## src/rtl/coh_pkg.sv

```systemverilog
package coh_pkg;

    typedef enum logic [1:0] {
        LN_INV   = 2'd0,
        LN_EXCL  = 2'd1,
        LN_SHRD  = 2'd2,
        LN_DIRTY = 2'd3
    } line_st_e;

    typedef enum logic [1:0] {
        BC_RD  = 2'd0,
        BC_RDX = 2'd1,
        BC_INV = 2'd2,
        BC_WB  = 2'd3
    } bus_cmd_e;

    typedef enum logic [1:0] {
        M_IDLE = 2'd0,
        M_WAIT = 2'd1,
        M_XFER = 2'd2
    } mst_e;

    function automatic logic line_valid(line_st_e s);
        return s != LN_INV;
    endfunction

    function automatic logic may_write(line_st_e s);
        return (s == LN_EXCL) || (s == LN_DIRTY);
    endfunction

    // state a line takes when the named command completes for this cache
    function automatic line_st_e fill_state(bus_cmd_e c, logic shared);
        case (c)
            BC_RD:   return shared ? LN_SHRD : LN_EXCL;
            BC_RDX:  return LN_DIRTY;
            BC_INV:  return LN_DIRTY;
            default: return LN_INV;
        endcase
    endfunction

endpackage

```

## src/rtl/coh_tags.sv

```systemverilog
module coh_tags
    import coh_pkg::*;
#(
    parameter int LINES = 8,
    parameter int IDX_W = 3,
    parameter int TAG_W = 9
) (
    input  logic             clk,
    input  logic             rst,
    input  logic [IDX_W-1:0] p_idx,
    output line_st_e         p_st,
    output logic [TAG_W-1:0] p_tag,
    input  logic [IDX_W-1:0] s_idx,
    output line_st_e         s_st,
    output logic [TAG_W-1:0] s_tag,
    input  logic             we,
    input  logic [IDX_W-1:0] w_idx,
    input  line_st_e         w_st,
    input  logic [TAG_W-1:0] w_tag
);

    line_st_e         st_q  [LINES];
    logic [TAG_W-1:0] tag_q [LINES];

    assign p_st  = st_q[p_idx];
    assign p_tag = tag_q[p_idx];
    assign s_st  = st_q[s_idx];
    assign s_tag = tag_q[s_idx];

    always_ff @(posedge clk) begin
        if (rst) begin
            for (int i = 0; i < LINES; i++) begin
                st_q[i]  <= LN_INV;
                tag_q[i] <= '0;
            end
        end else if (we) begin
            st_q[w_idx]  <= w_st;
            tag_q[w_idx] <= w_tag;
        end
    end

endmodule

```

## src/rtl/coh_snoop.sv

```systemverilog
module coh_snoop
    import coh_pkg::*;
#(
    parameter int TAG_W = 9
) (
    input  logic             snp_valid,
    input  bus_cmd_e         snp_cmd,
    input  logic [TAG_W-1:0] snp_tag,
    input  line_st_e         s_st,
    input  logic [TAG_W-1:0] s_tag,
    input  logic             prio_block,
    output logic             hold,
    output logic             supply,
    output logic             flush,
    output logic             upd,
    output line_st_e         upd_st
);

    logic match;
    logic act;

    assign match  = line_valid(s_st) && (s_tag == snp_tag);
    // write-backs from peers never concern a block this cache still holds
    assign act    = snp_valid && match && (snp_cmd != BC_WB);
    assign hold   = act;
    assign supply = act && (snp_cmd != BC_INV) && !prio_block;
    assign flush  = act && (snp_cmd == BC_RD) && (s_st == LN_DIRTY) && !prio_block;
    assign upd    = act;
    assign upd_st = (snp_cmd == BC_RD) ? LN_SHRD : LN_INV;

endmodule

```

## src/rtl/coh_master.sv

```systemverilog
module coh_master
    import coh_pkg::*;
#(
    parameter int ADDR_W    = 12,
    parameter int IDX_W     = 3,
    parameter int TAG_W     = 9,
    parameter int BLOCK_CYC = 4
) (
    input  logic              clk,
    input  logic              rst,
    input  logic              req_valid,
    input  logic              req_write,
    input  logic [ADDR_W-1:0] req_addr,
    input  logic              snp_valid,
    input  line_st_e          p_st,
    input  logic [TAG_W-1:0]  p_tag,
    input  logic              bus_gnt,
    input  logic              bus_shared_in,
    output logic              req_ready,
    output logic              req_done,
    output logic              bus_req,
    output bus_cmd_e          bus_cmd,
    output logic [ADDR_W-1:0] bus_addr,
    output logic              bus_busy,
    output logic [IDX_W-1:0]  p_idx,
    output logic              upd,
    output logic [IDX_W-1:0]  upd_idx,
    output line_st_e          upd_st,
    output logic [TAG_W-1:0]  upd_tag
);

    localparam int CNT_W = $clog2(BLOCK_CYC + 1);

    mst_e              st_q;
    logic              wr_q;
    logic [ADDR_W-1:0] addr_q;
    bus_cmd_e          cmd_q;
    logic              sh_q;
    logic [CNT_W-1:0]  cnt_q;
    logic              done_q;

    logic [ADDR_W-1:0] addr_sel;
    logic [TAG_W-1:0]  tag_sel;
    logic              hit, accept, local_ok;
    bus_cmd_e          need;
    logic              fin_wait, fin_xfer;
    bus_cmd_e          fin_cmd;

    assign addr_sel = (st_q == M_IDLE) ? req_addr : addr_q;
    assign tag_sel  = addr_sel[ADDR_W-1:IDX_W];
    assign p_idx    = addr_sel[IDX_W-1:0];
    assign hit      = line_valid(p_st) && (p_tag == tag_sel);
    assign accept   = (st_q == M_IDLE) && req_valid && !snp_valid;
    assign local_ok = hit && (!req_write || may_write(p_st));

    // re-evaluated every waiting cycle, so snoops that land first are honoured
    always_comb begin
        if (hit && p_st == LN_SHRD)
            need = BC_INV;
        else if (!hit && p_st == LN_DIRTY)
            need = BC_WB;
        else if (wr_q)
            need = BC_RDX;
        else
            need = BC_RD;
    end

    assign fin_wait = (st_q == M_WAIT) && bus_gnt && (need == BC_INV);
    assign fin_xfer = (st_q == M_XFER) && (cnt_q == CNT_W'(1));
    assign fin_cmd  = fin_wait ? need : cmd_q;

    always_comb begin
        upd     = 1'b0;
        upd_st  = LN_INV;
        upd_tag = tag_sel;
        upd_idx = p_idx;
        if (accept && local_ok && req_write) begin
            upd    = 1'b1;
            upd_st = LN_DIRTY;
        end else if (fin_wait || fin_xfer) begin
            upd    = 1'b1;
            upd_st = fill_state(fin_cmd, sh_q);
        end
    end

    assign req_ready = (st_q == M_IDLE) && !snp_valid;
    assign req_done  = done_q;
    assign bus_req   = (st_q == M_WAIT);
    assign bus_cmd   = need;
    assign bus_addr  = (need == BC_WB) ? {p_tag, p_idx} : addr_q;
    assign bus_busy  = ((st_q == M_WAIT) && bus_gnt) || (st_q == M_XFER);

    always_ff @(posedge clk) begin
        if (rst) begin
            st_q   <= M_IDLE;
            wr_q   <= 1'b0;
            addr_q <= '0;
            cmd_q  <= BC_RD;
            sh_q   <= 1'b0;
            cnt_q  <= '0;
            done_q <= 1'b0;
        end else begin
            done_q <= 1'b0;
            case (st_q)
                M_IDLE: begin
                    if (accept) begin
                        wr_q   <= req_write;
                        addr_q <= req_addr;
                        if (local_ok) done_q <= 1'b1;
                        else          st_q   <= M_WAIT;
                    end
                end
                M_WAIT: begin
                    if (bus_gnt) begin
                        cmd_q <= need;
                        sh_q  <= bus_shared_in;
                        if (need == BC_INV) begin
                            st_q   <= M_IDLE;
                            done_q <= 1'b1;
                        end else begin
                            st_q  <= M_XFER;
                            cnt_q <= CNT_W'(BLOCK_CYC - 1);
                        end
                    end
                end
                M_XFER: begin
                    if (cnt_q == CNT_W'(1)) begin
                        st_q   <= (cmd_q == BC_WB) ? M_WAIT : M_IDLE;
                        done_q <= (cmd_q != BC_WB);
                    end else begin
                        cnt_q <= cnt_q - 1'b1;
                    end
                end
                default: st_q <= M_IDLE;
            endcase
        end
    end

    AST_BUSY_NO_REQ: assert property (@(posedge clk) disable iff (rst)
        (st_q == M_XFER) |-> !bus_req);
    AST_INV_ONE_CYCLE: assert property (@(posedge clk) disable iff (rst)
        (bus_gnt && bus_req && bus_cmd == BC_INV) |=> !bus_busy);
    AST_BLOCK_HOLD: assert property (@(posedge clk) disable iff (rst)
        (bus_gnt && bus_req && bus_cmd != BC_INV) |=> bus_busy);
    AST_DONE_OFF_BUS: assert property (@(posedge clk) disable iff (rst)
        req_done |-> !bus_busy);

endmodule

```

## src/rtl/coh_ctrl.sv

```systemverilog
module coh_ctrl
    import coh_pkg::*;
#(
    parameter int ADDR_W    = 12,
    parameter int LINES     = 8,
    parameter int BLOCK_CYC = 4
) (
    input  logic              clk,
    input  logic              rst,
    input  logic              req_valid,
    input  logic              req_write,
    input  logic [ADDR_W-1:0] req_addr,
    output logic              req_ready,
    output logic              req_done,
    output logic              bus_req,
    output logic [1:0]        bus_cmd,
    output logic [ADDR_W-1:0] bus_addr,
    input  logic              bus_gnt,
    input  logic              bus_shared_in,
    output logic              bus_busy,
    input  logic              snp_valid,
    input  logic [1:0]        snp_cmd,
    input  logic [ADDR_W-1:0] snp_addr,
    input  logic              snp_prio_block,
    output logic              snp_hold,
    output logic              snp_supply,
    output logic              snp_flush
);

    localparam int IDX_W = $clog2(LINES);
    localparam int TAG_W = ADDR_W - IDX_W;

    line_st_e         p_st, s_st, m_upd_st, s_upd_st, w_st;
    logic [TAG_W-1:0] p_tag, s_tag, m_upd_tag, w_tag;
    logic [IDX_W-1:0] p_idx, m_upd_idx, w_idx;
    logic             m_upd, s_upd;
    bus_cmd_e         m_cmd;

    // snoop updates and local completions never share a cycle; snoop first anyway
    assign w_idx = s_upd ? snp_addr[IDX_W-1:0] : m_upd_idx;
    assign w_st  = s_upd ? s_upd_st : m_upd_st;
    assign w_tag = s_upd ? snp_addr[ADDR_W-1:IDX_W] : m_upd_tag;
    assign bus_cmd = m_cmd;

    coh_tags #(.LINES(LINES), .IDX_W(IDX_W), .TAG_W(TAG_W)) u_tags (
        .clk   (clk),
        .rst   (rst),
        .p_idx (p_idx),
        .p_st  (p_st),
        .p_tag (p_tag),
        .s_idx (snp_addr[IDX_W-1:0]),
        .s_st  (s_st),
        .s_tag (s_tag),
        .we    (s_upd || m_upd),
        .w_idx (w_idx),
        .w_st  (w_st),
        .w_tag (w_tag)
    );

    coh_snoop #(.TAG_W(TAG_W)) u_snoop (
        .snp_valid  (snp_valid),
        .snp_cmd    (bus_cmd_e'(snp_cmd)),
        .snp_tag    (snp_addr[ADDR_W-1:IDX_W]),
        .s_st       (s_st),
        .s_tag      (s_tag),
        .prio_block (snp_prio_block),
        .hold       (snp_hold),
        .supply     (snp_supply),
        .flush      (snp_flush),
        .upd        (s_upd),
        .upd_st     (s_upd_st)
    );

    coh_master #(.ADDR_W(ADDR_W), .IDX_W(IDX_W), .TAG_W(TAG_W),
                 .BLOCK_CYC(BLOCK_CYC)) u_master (
        .clk           (clk),
        .rst           (rst),
        .req_valid     (req_valid),
        .req_write     (req_write),
        .req_addr      (req_addr),
        .snp_valid     (snp_valid),
        .p_st          (p_st),
        .p_tag         (p_tag),
        .bus_gnt       (bus_gnt),
        .bus_shared_in (bus_shared_in),
        .req_ready     (req_ready),
        .req_done      (req_done),
        .bus_req       (bus_req),
        .bus_cmd       (m_cmd),
        .bus_addr      (bus_addr),
        .bus_busy      (bus_busy),
        .p_idx         (p_idx),
        .upd           (m_upd),
        .upd_idx       (m_upd_idx),
        .upd_st        (m_upd_st),
        .upd_tag       (m_upd_tag)
    );

    AST_SNOOP_BLOCKS_ACCEPT: assert property (@(posedge clk) disable iff (rst)
        (snp_valid && req_valid && !bus_req && !bus_busy) |=> (!req_done && !bus_req));
    AST_INVAL_DROPS: assert property (@(posedge clk) disable iff (rst)
        (snp_valid && snp_hold && (snp_cmd == 2'd1 || snp_cmd == 2'd2))
        ##1 (snp_valid && snp_addr == $past(snp_addr)) |-> !snp_hold);

endmodule

```

## config.mk

```make
export PLATFORM = sky130hd
export DESIGN_NAME = coh_ctrl
export DESIGN_NICKNAME = d
export VERILOG_FILES = /design/src/rtl/coh_pkg.sv /design/src/rtl/coh_tags.sv /design/src/rtl/coh_snoop.sv /design/src/rtl/coh_master.sv /design/src/rtl/coh_ctrl.sv
export SDC_FILE = /design/constraint.sdc
export NUM_CORES = 1
export LEC_CHECK = 0
export BUFFER_PORTS_ARGS = -buffer_cell sky130_fd_sc_hd__clkbuf_2
export CAP_MARGIN = 20
export CORE_MARGIN = 2
export CORE_UTILIZATION = 30
export DETAILED_ROUTE_END_ITERATION = 16
export PLACE_DENSITY = 0.49
export SETUP_SLACK_MARGIN = 0.15
export SYNTH_ARGS = -nofsm -noshare
export SYNTH_HDL_FRONTEND = slang
export SYNTH_HIERARCHICAL = 1
export SYNTH_SLANG_ARGS = --single-unit
```

## constraint.sdc

```tcl
create_clock -name clk -period 6.4 [get_ports clk]
set_input_delay 0.64 -clock clk [delete_from_list [all_inputs] [get_ports clk]]
set_output_delay 0.64 -clock clk [all_outputs]
set_load 0.02 [all_outputs]
```

==> results of run 1 <==
==> report_power, final <==
part | internal (mW) | total, mW | switching (mW)
combinational | 0.150 | 0.360 | 0.211
sequential | 0.794 | 0.811 | 0.0171
clock | 0.269 | 0.541 | 0.272
total | 1.21 | 1.71 | 0.500
==> synthesized netlist by cell type, types with 4 or more instances <==
library cell / count / area (um2)
nor3_1: 92 / 460
edfxtp_1: 88 / 2640
nand2_1: 72 / 270
mux4_1: 44 / 1160
mux2_2: 30 / 338
a21oi_1: 26 / 130
clkbuf_1: 25 / 93.8
dfxtp_1: 22 / 440
nor2_1: 19 / 71.3
mux2_4: 18 / 270
xnor2_1: 18 / 158
clkinv_1: 11 / 41.3
inv_1: 9 / 33.8
o21ai_0: 9 / 45.0
o21bai_1: 8 / 60.1
nand2b_1: 7 / 43.8
buf_1: 6 / 22.5
buf_4: 6 / 45.0
buf_6: 6 / 67.6
and2_1: 4 / 25.0
ha_1: 4 / 50.1
==> worst register-to-register path, stage by stage, from the launching register on <==
cell,delay (ns)
dfxtp_1,0.51
or2_2,0.21
nand2_1,0.06
nand2_1,0.77
mux4_1,0.73
mux2_2,0.34
xor2_1,0.15
o21ai_0,0.17
o221a_2,0.25
nand4_4,0.19
o21ai_0,0.34
inv_1,0.08
ha_1,0.22
nor2_1,0.16
a21oi_1,0.09
o22ai_1,0.16
mux2_2,0.19
clkinv_1,0.26
nor3_1,0.28
==> path summary, 6_finish.rpt <==
check                                       start                               to  cells after the start
setup / recovery    u_master/st_q[1]$_SDFFE_PP0P_  u_tags/st_q[4][1]$_SDFFCE_PN0P_                     18
hold reg to reg   u_master/addr_q[9]$_SDFFE_PP0P_  u_master/addr_q[9]$_SDFFE_PP0P_                      2
setup reg to reg    u_master/st_q[1]$_SDFFE_PP0P_  u_tags/st_q[4][1]$_SDFFCE_PN0P_                     18
hold / removal    u_master/addr_q[9]$_SDFFE_PP0P_  u_master/addr_q[9]$_SDFFE_PP0P_                      2
==> layer usage <==
metal / up-vias / wire, um
met5: - / 0
met4: 0 / 367
met3: 21 / 796
met2: 131 / 9200
met1: 2391 / 8650
li1: 2268 / -
==> cell usage in the layout (no fill, tap or decap), types with 3 or more instances in the layout <==
cell type and instances:
a21oi_1 26, and2_1 4, buf_4 14, clkbuf_16 9, clkbuf_2 54, clkinv_1 13
dfxtp_1 22, edfxtp_1 88, ha_1 4, inv_1 9, mux2_2 30, mux2_4 18
mux4_1 44, nand2_1 72, nand2b_1 7, nor2_1 19, nor2b_1 3, nor3_1 92
o2111ai_1 3, o21ai_0 9, o21bai_1 8, or2_2 3, xnor2_1 18, xor2_1 3
==> cells by family after synthesis <==
kind of cell,Yosys count,synth area share
other,1,0.000542
xor gates and xnor gates,21,0.0266
adders and majority gates,4,0.00723
and+or+nand+nor,223,0.160
muxes,92,0.255
buffers and inverters,68,0.0519
AOI/OAI and AO/OA,58,0.0533
DFF,110,0.446
==> flip-flops by register name (all words and copies together), names as in the netlist <==
register	flops
u_master/cmd_q	2
u_master/req_done	1
u_master/st_q	2
u_master/addr_q	12
u_tags/st_q	16
u_tags/tag_q	72
u_master/cnt_q	3
u_master/sh_q	1
u_master/wr_q	1
==> stage by stage <==
stage / total power [mW] / hold WS, ns / setup slack, ns / cell area (um2)
after floorplan: 1.08 / 0.440 / 1.45 / 6920
after global placement: 1.18 / 0.459 / 1.06 / 7400
after detailed placement: 1.19 / 0.463 / 0.992 / 7400
after CTS: 1.73 / 0.473 / 0.996 / 7670
after global routing: 1.78 / 0.501 / 0.574 / 7730
final: 1.71 / 0.474 / 1.06 / 7730
==> cell type report <==
class / count / area (um2) / share of cell area
well taps: 285 / 357 / 0.0461
repair buffers: 71 / 450 / 0.0583
clock buffers: 10 / 229 / 0.0296
clock inverters: 6 / 45.0 / 0.00583
multi-input cells: 399 / 3490 / 0.452
flip-flops and latches: 110 / 3080 / 0.399
inverters: 20 / 75.1 / 0.00971
==> flow_summary.toml, run 1 <==
[sta]
fin_setup_tns_ns = 0
finalCritPeriodShare = 0.834
slew_violations = 0
final-setup-viol-count = 0
rsz0062_at_grt = "no"
max_freq_ghz = 0.187
fin_skew_ns = 0.0102
period_minus_slack_ns = 5.34
worst_pin_slew_ns = 1.07
relSlewSlack = 0.284
hold_violations = 0

[place]
placedCellCount = 883
port_buffers = 54
place.gp.congestion = 0.826
hpwl_um = 13700

[cts]
cts-htree-levels = 3
cts.repair.resized = 0
clock-sinks = 110
clk_latency_ns = 0.36
cts_buffers = 9
clk_path_buf_depth = 2
cts-hold-fix-buffers = 0
cts_tree = "built"
cts-root-buf = "clkbuf_16"
cts_setup_buffers = 0
path_clk_slew_ns = 0.07

[floorplan]
num_rows = 55
start_util = 0.306
fp.coreArea_um2 = 22600
die-area_um2 = 24300
die_x_um = 156
ios = 55
die_h_um = 156

[final_layout]
fin_util = 0.341
num-fill-cells = 2213
nets = 649
fin_cells = 901
diodes = 0
area_delta_synth_final_pct = 11.7
drive_above_1_share = 0.237

[setup_path]
worst-path-buf-inv = 2
worst-r2r-setup-slack_ns = 1.06
slowest_delay_ns = 0.77
setup.worst_path.start_class = "flop"
crit_arrival_ns = 5.50
cp_cell_sequence = "or2_2 > nand2_1 > nand2_1 > mux4_1 > mux2_2 > xor2_1 > o21ai_0 > o221a_2 > nand4_4 > o21ai_0 > inv_1 > ha_1 > nor2_1 > a21oi_1 > o22ai_1 > mux2_2 > clkinv_1 > nor3_1"
crit_fanout = 19
crit_family = "simple AND/OR/NAND/NOR gates"
crit_required_ns = 6.56
worst_path_max_delay_cell = "nand2_1"
worstSetupEndpointType = "flop"
path_class = "reg -> reg"

[synth]
syn_area_um2 = 6920
avgSynthCellArea_um2 = 12.0
yosysWarnings = 6
synth_edf_count = 88
synth_top_flop_cell = "edfxtp_1"
ys_seq_elements = 110
synth_nets = 615
ys_types = 58
netlist_instances = 577
ys_async_sr_fraction = 0
seq_area_frac_synth = 0.446

[run_status]
outcome = "finished clean"

[grt]
grt_max_degree = 49
grt_usage = 0.161
grt_pass1_wl_um = 29700
grt.met2_usage = 0.272
met1_usage = 0.214
grt_busiest_layer = "met2"
grtUsageMet3 = 0.0225
gr-total-overflow = 0
antenna_found_initial = 0
grt_pass1_vias = 4991

[routing]
avgRoutedWirePerCell_um = 21.1
drc = 0
drt_iter0_markers = 336
wirelength_um = 19000
avgViaCountPerCell = 5.34
drtAntennaViolNets = 0
first_pass_iters = 4
num_vias = 4811

[hold_path]
worstHoldPathType = "reg -> reg"

[power]
power_density_nw_per_um2 = 222
p_leak_nw = 2.85
ir_drop_mv = 0.121

[run]
cap_violations = 0
Power figures use the tool's default switching activity.
==> inputs of run 2 (changes only) <==
clock period = 5.6 ns   (was 6.4 ns; I/O delays follow)
==> flow_summary.toml, run 2 (same netlist as run 1, synthesis figures left out) <==
[cts]
cts_tree = "built"
clk_latency_ns = 0.36
clock-sinks = 110
cts-root-buf = "clkbuf_16"
cts_setup_buffers = 0
clk_path_buf_depth = 2
path_clk_slew_ns = 0.08
cts-hold-fix-buffers = 0
cts-htree-levels = 3
cts.repair.resized = 0
cts_buffers = 9

[sta]
relSlewSlack = 0.474
max_freq_ghz = 0.205
setup_ws_ns = 0.721
hold_violations = 0
period_minus_slack_ns = 4.88
finalCritPeriodShare = 0.871
fin_skew_ns = 0.0107
final-setup-viol-count = 0
rsz0062_at_grt = "no"
slew_violations = 0
fin_setup_tns_ns = 0
worst_pin_slew_ns = 0.789

[place]
placed_area_um2 = 7470
pre_cts_slack_ns = 0.576
placedCellCount = 892
place.gp.congestion = 0.827
hpwl_um = 13400
port_buffers = 54

[routing]
avgViaCountPerCell = 5.27
num_vias = 4794
first_pass_iters = 5
wirelength_um = 18300
avgRoutedWirePerCell_um = 20.1
drt_iter0_markers = 385
drc = 0
drtAntennaViolNets = 0

[final_layout]
nets = 657
postLayoutCellArea_um2 = 7760
largest-register = "u_tags/tag_q"
area_delta_synth_final_pct = 12.2
top_regs = "u_tags/tag_q (72), u_tags/st_q (16), u_master/addr_q (12)"
diodes = 0
fin_util = 0.343
fin_cells = 909
final_common_cell = "nor3_1"
largest_reg_flops = 72
layout_common_cells = "nor3_1 (92), edfxtp_1 (88), nand2_1 (72)"
drive_above_1_share = 0.250

[grt]
gr-total-overflow = 0
grt_pass1_wl_um = 27800
antenna_found_initial = 0
grt_max_degree = 48
grt_usage = 0.151
grt_pass1_vias = 4643

[power]
ir_drop_mv = 0.141
p_leak_nw = 2.88
power_density_nw_per_um2 = 255

[setup_path]
crit_fanout = 24
cp-endpoint = "u_tags/st_q[3][0]$_SDFFCE_PN0P_"
path_class = "reg -> reg"
r2r-end = "u_tags/st_q[3][0]$_SDFFCE_PN0P_"
crit_arrival_ns = 5.07
worstSetupEndpointType = "flop"
worst-r2r-setup-slack_ns = 0.72
setup.worst_path.start_class = "flop"
crit_required_ns = 5.79
timing.rr.start = "u_master/st_q[1]$_SDFFE_PP0P_"
reg2reg_depth = 19
crit_start = "u_master/st_q[1]$_SDFFE_PP0P_"

[floorplan]
start_util = 0.306
num_rows = 55
die_h_um = 156
ios = 55
fp.coreArea_um2 = 22600
die_x_um = 156
die-area_um2 = 24300

[run_status]
outcome = "finished clean"

[run]
cap_violations = 0

[hold_path]
whs_path_depth = 3
worstHoldPathType = "in -> reg"
[run 2: final cells by class]
cell class                      instances  area, um2
Timing Repair Buffer                   79        470
Fill cell                            2225      14900
Tap cell                              285        357
Clock inverter                          6       60.1
Sequential cell                       110       3080
Inverter                               20       75.1
Multi-Input combinational cell        399       3490
Clock buffer                           10        229
[run 2: metrics by stage]
stage | hold slack (ns) | total power, mW
2_1_floorplan | 0.440 | 1.23
3_3_place_gp | 0.457 | 1.35
3_5_place_dp | 0.467 | 1.36
4_1_cts | 0.416 | 2.00
5_1_grt | 0.446 | 2.06
6_report | 0.424 | 1.98
[run 2: how the worst min path moves through the flow]
stage                                            endpoint  slack [ns]                            from
after floorplan            u_master/cnt_q[0]$_SDFFE_PP0P_        0.44  u_master/cnt_q[0]$_SDFFE_PP0P_
after global placement     u_master/cnt_q[0]$_SDFFE_PP0P_        0.46  u_master/cnt_q[0]$_SDFFE_PP0P_
after detailed placement   u_master/cnt_q[1]$_SDFFE_PP0P_        0.47  u_master/cnt_q[1]$_SDFFE_PP0P_
after CTS                      u_master/sh_q$_SDFFE_PP0P_        0.42                   bus_shared_in
after global routing      u_master/addr_q[1]$_SDFFE_PP0P_        0.45                     req_addr[1]
final                          u_master/sh_q$_SDFFE_PP0P_        0.42                   bus_shared_in
[run 2: report_power, final]
part | total [mW] | internal [mW] | leakage [nW] | switching (mW)
logic | 0.411 | 0.174 | 1.65 | 0.237
registers | 0.928 | 0.908 | 1.09 | 0.0200
clock network | 0.642 | 0.316 | 0.143 | 0.326
[run 2: routing by layer]
metal  global-route usage  vias to the layer above  share of wire
li1                     -                     2284              -
met1                0.209                     2385           0.47
met2                0.253                      117           0.48
met3               0.0258                        8          0.041
met4               0.0280                        0         0.0060
met5                    0                        -              0
[run 2: worst max-delay path: stages, from the launching register on]
cell and delay (ns):
dfxtp_1 0.57, or2_2 0.20, buf_4 0.21, nand2_1 0.07, nand2_1 0.07, buf_4 0.30, mux4_1 0.35, mux2_2 0.32
and3_1 0.18, nor4_4 0.37, nand4_4 0.23, o21ai_0 0.31, inv_1 0.08, ha_1 0.22, nor2_1 0.17, a21oi_1 0.09
o22ai_1 0.24, mux2_4 0.20, clkinv_1 0.23, nor3_1 0.27
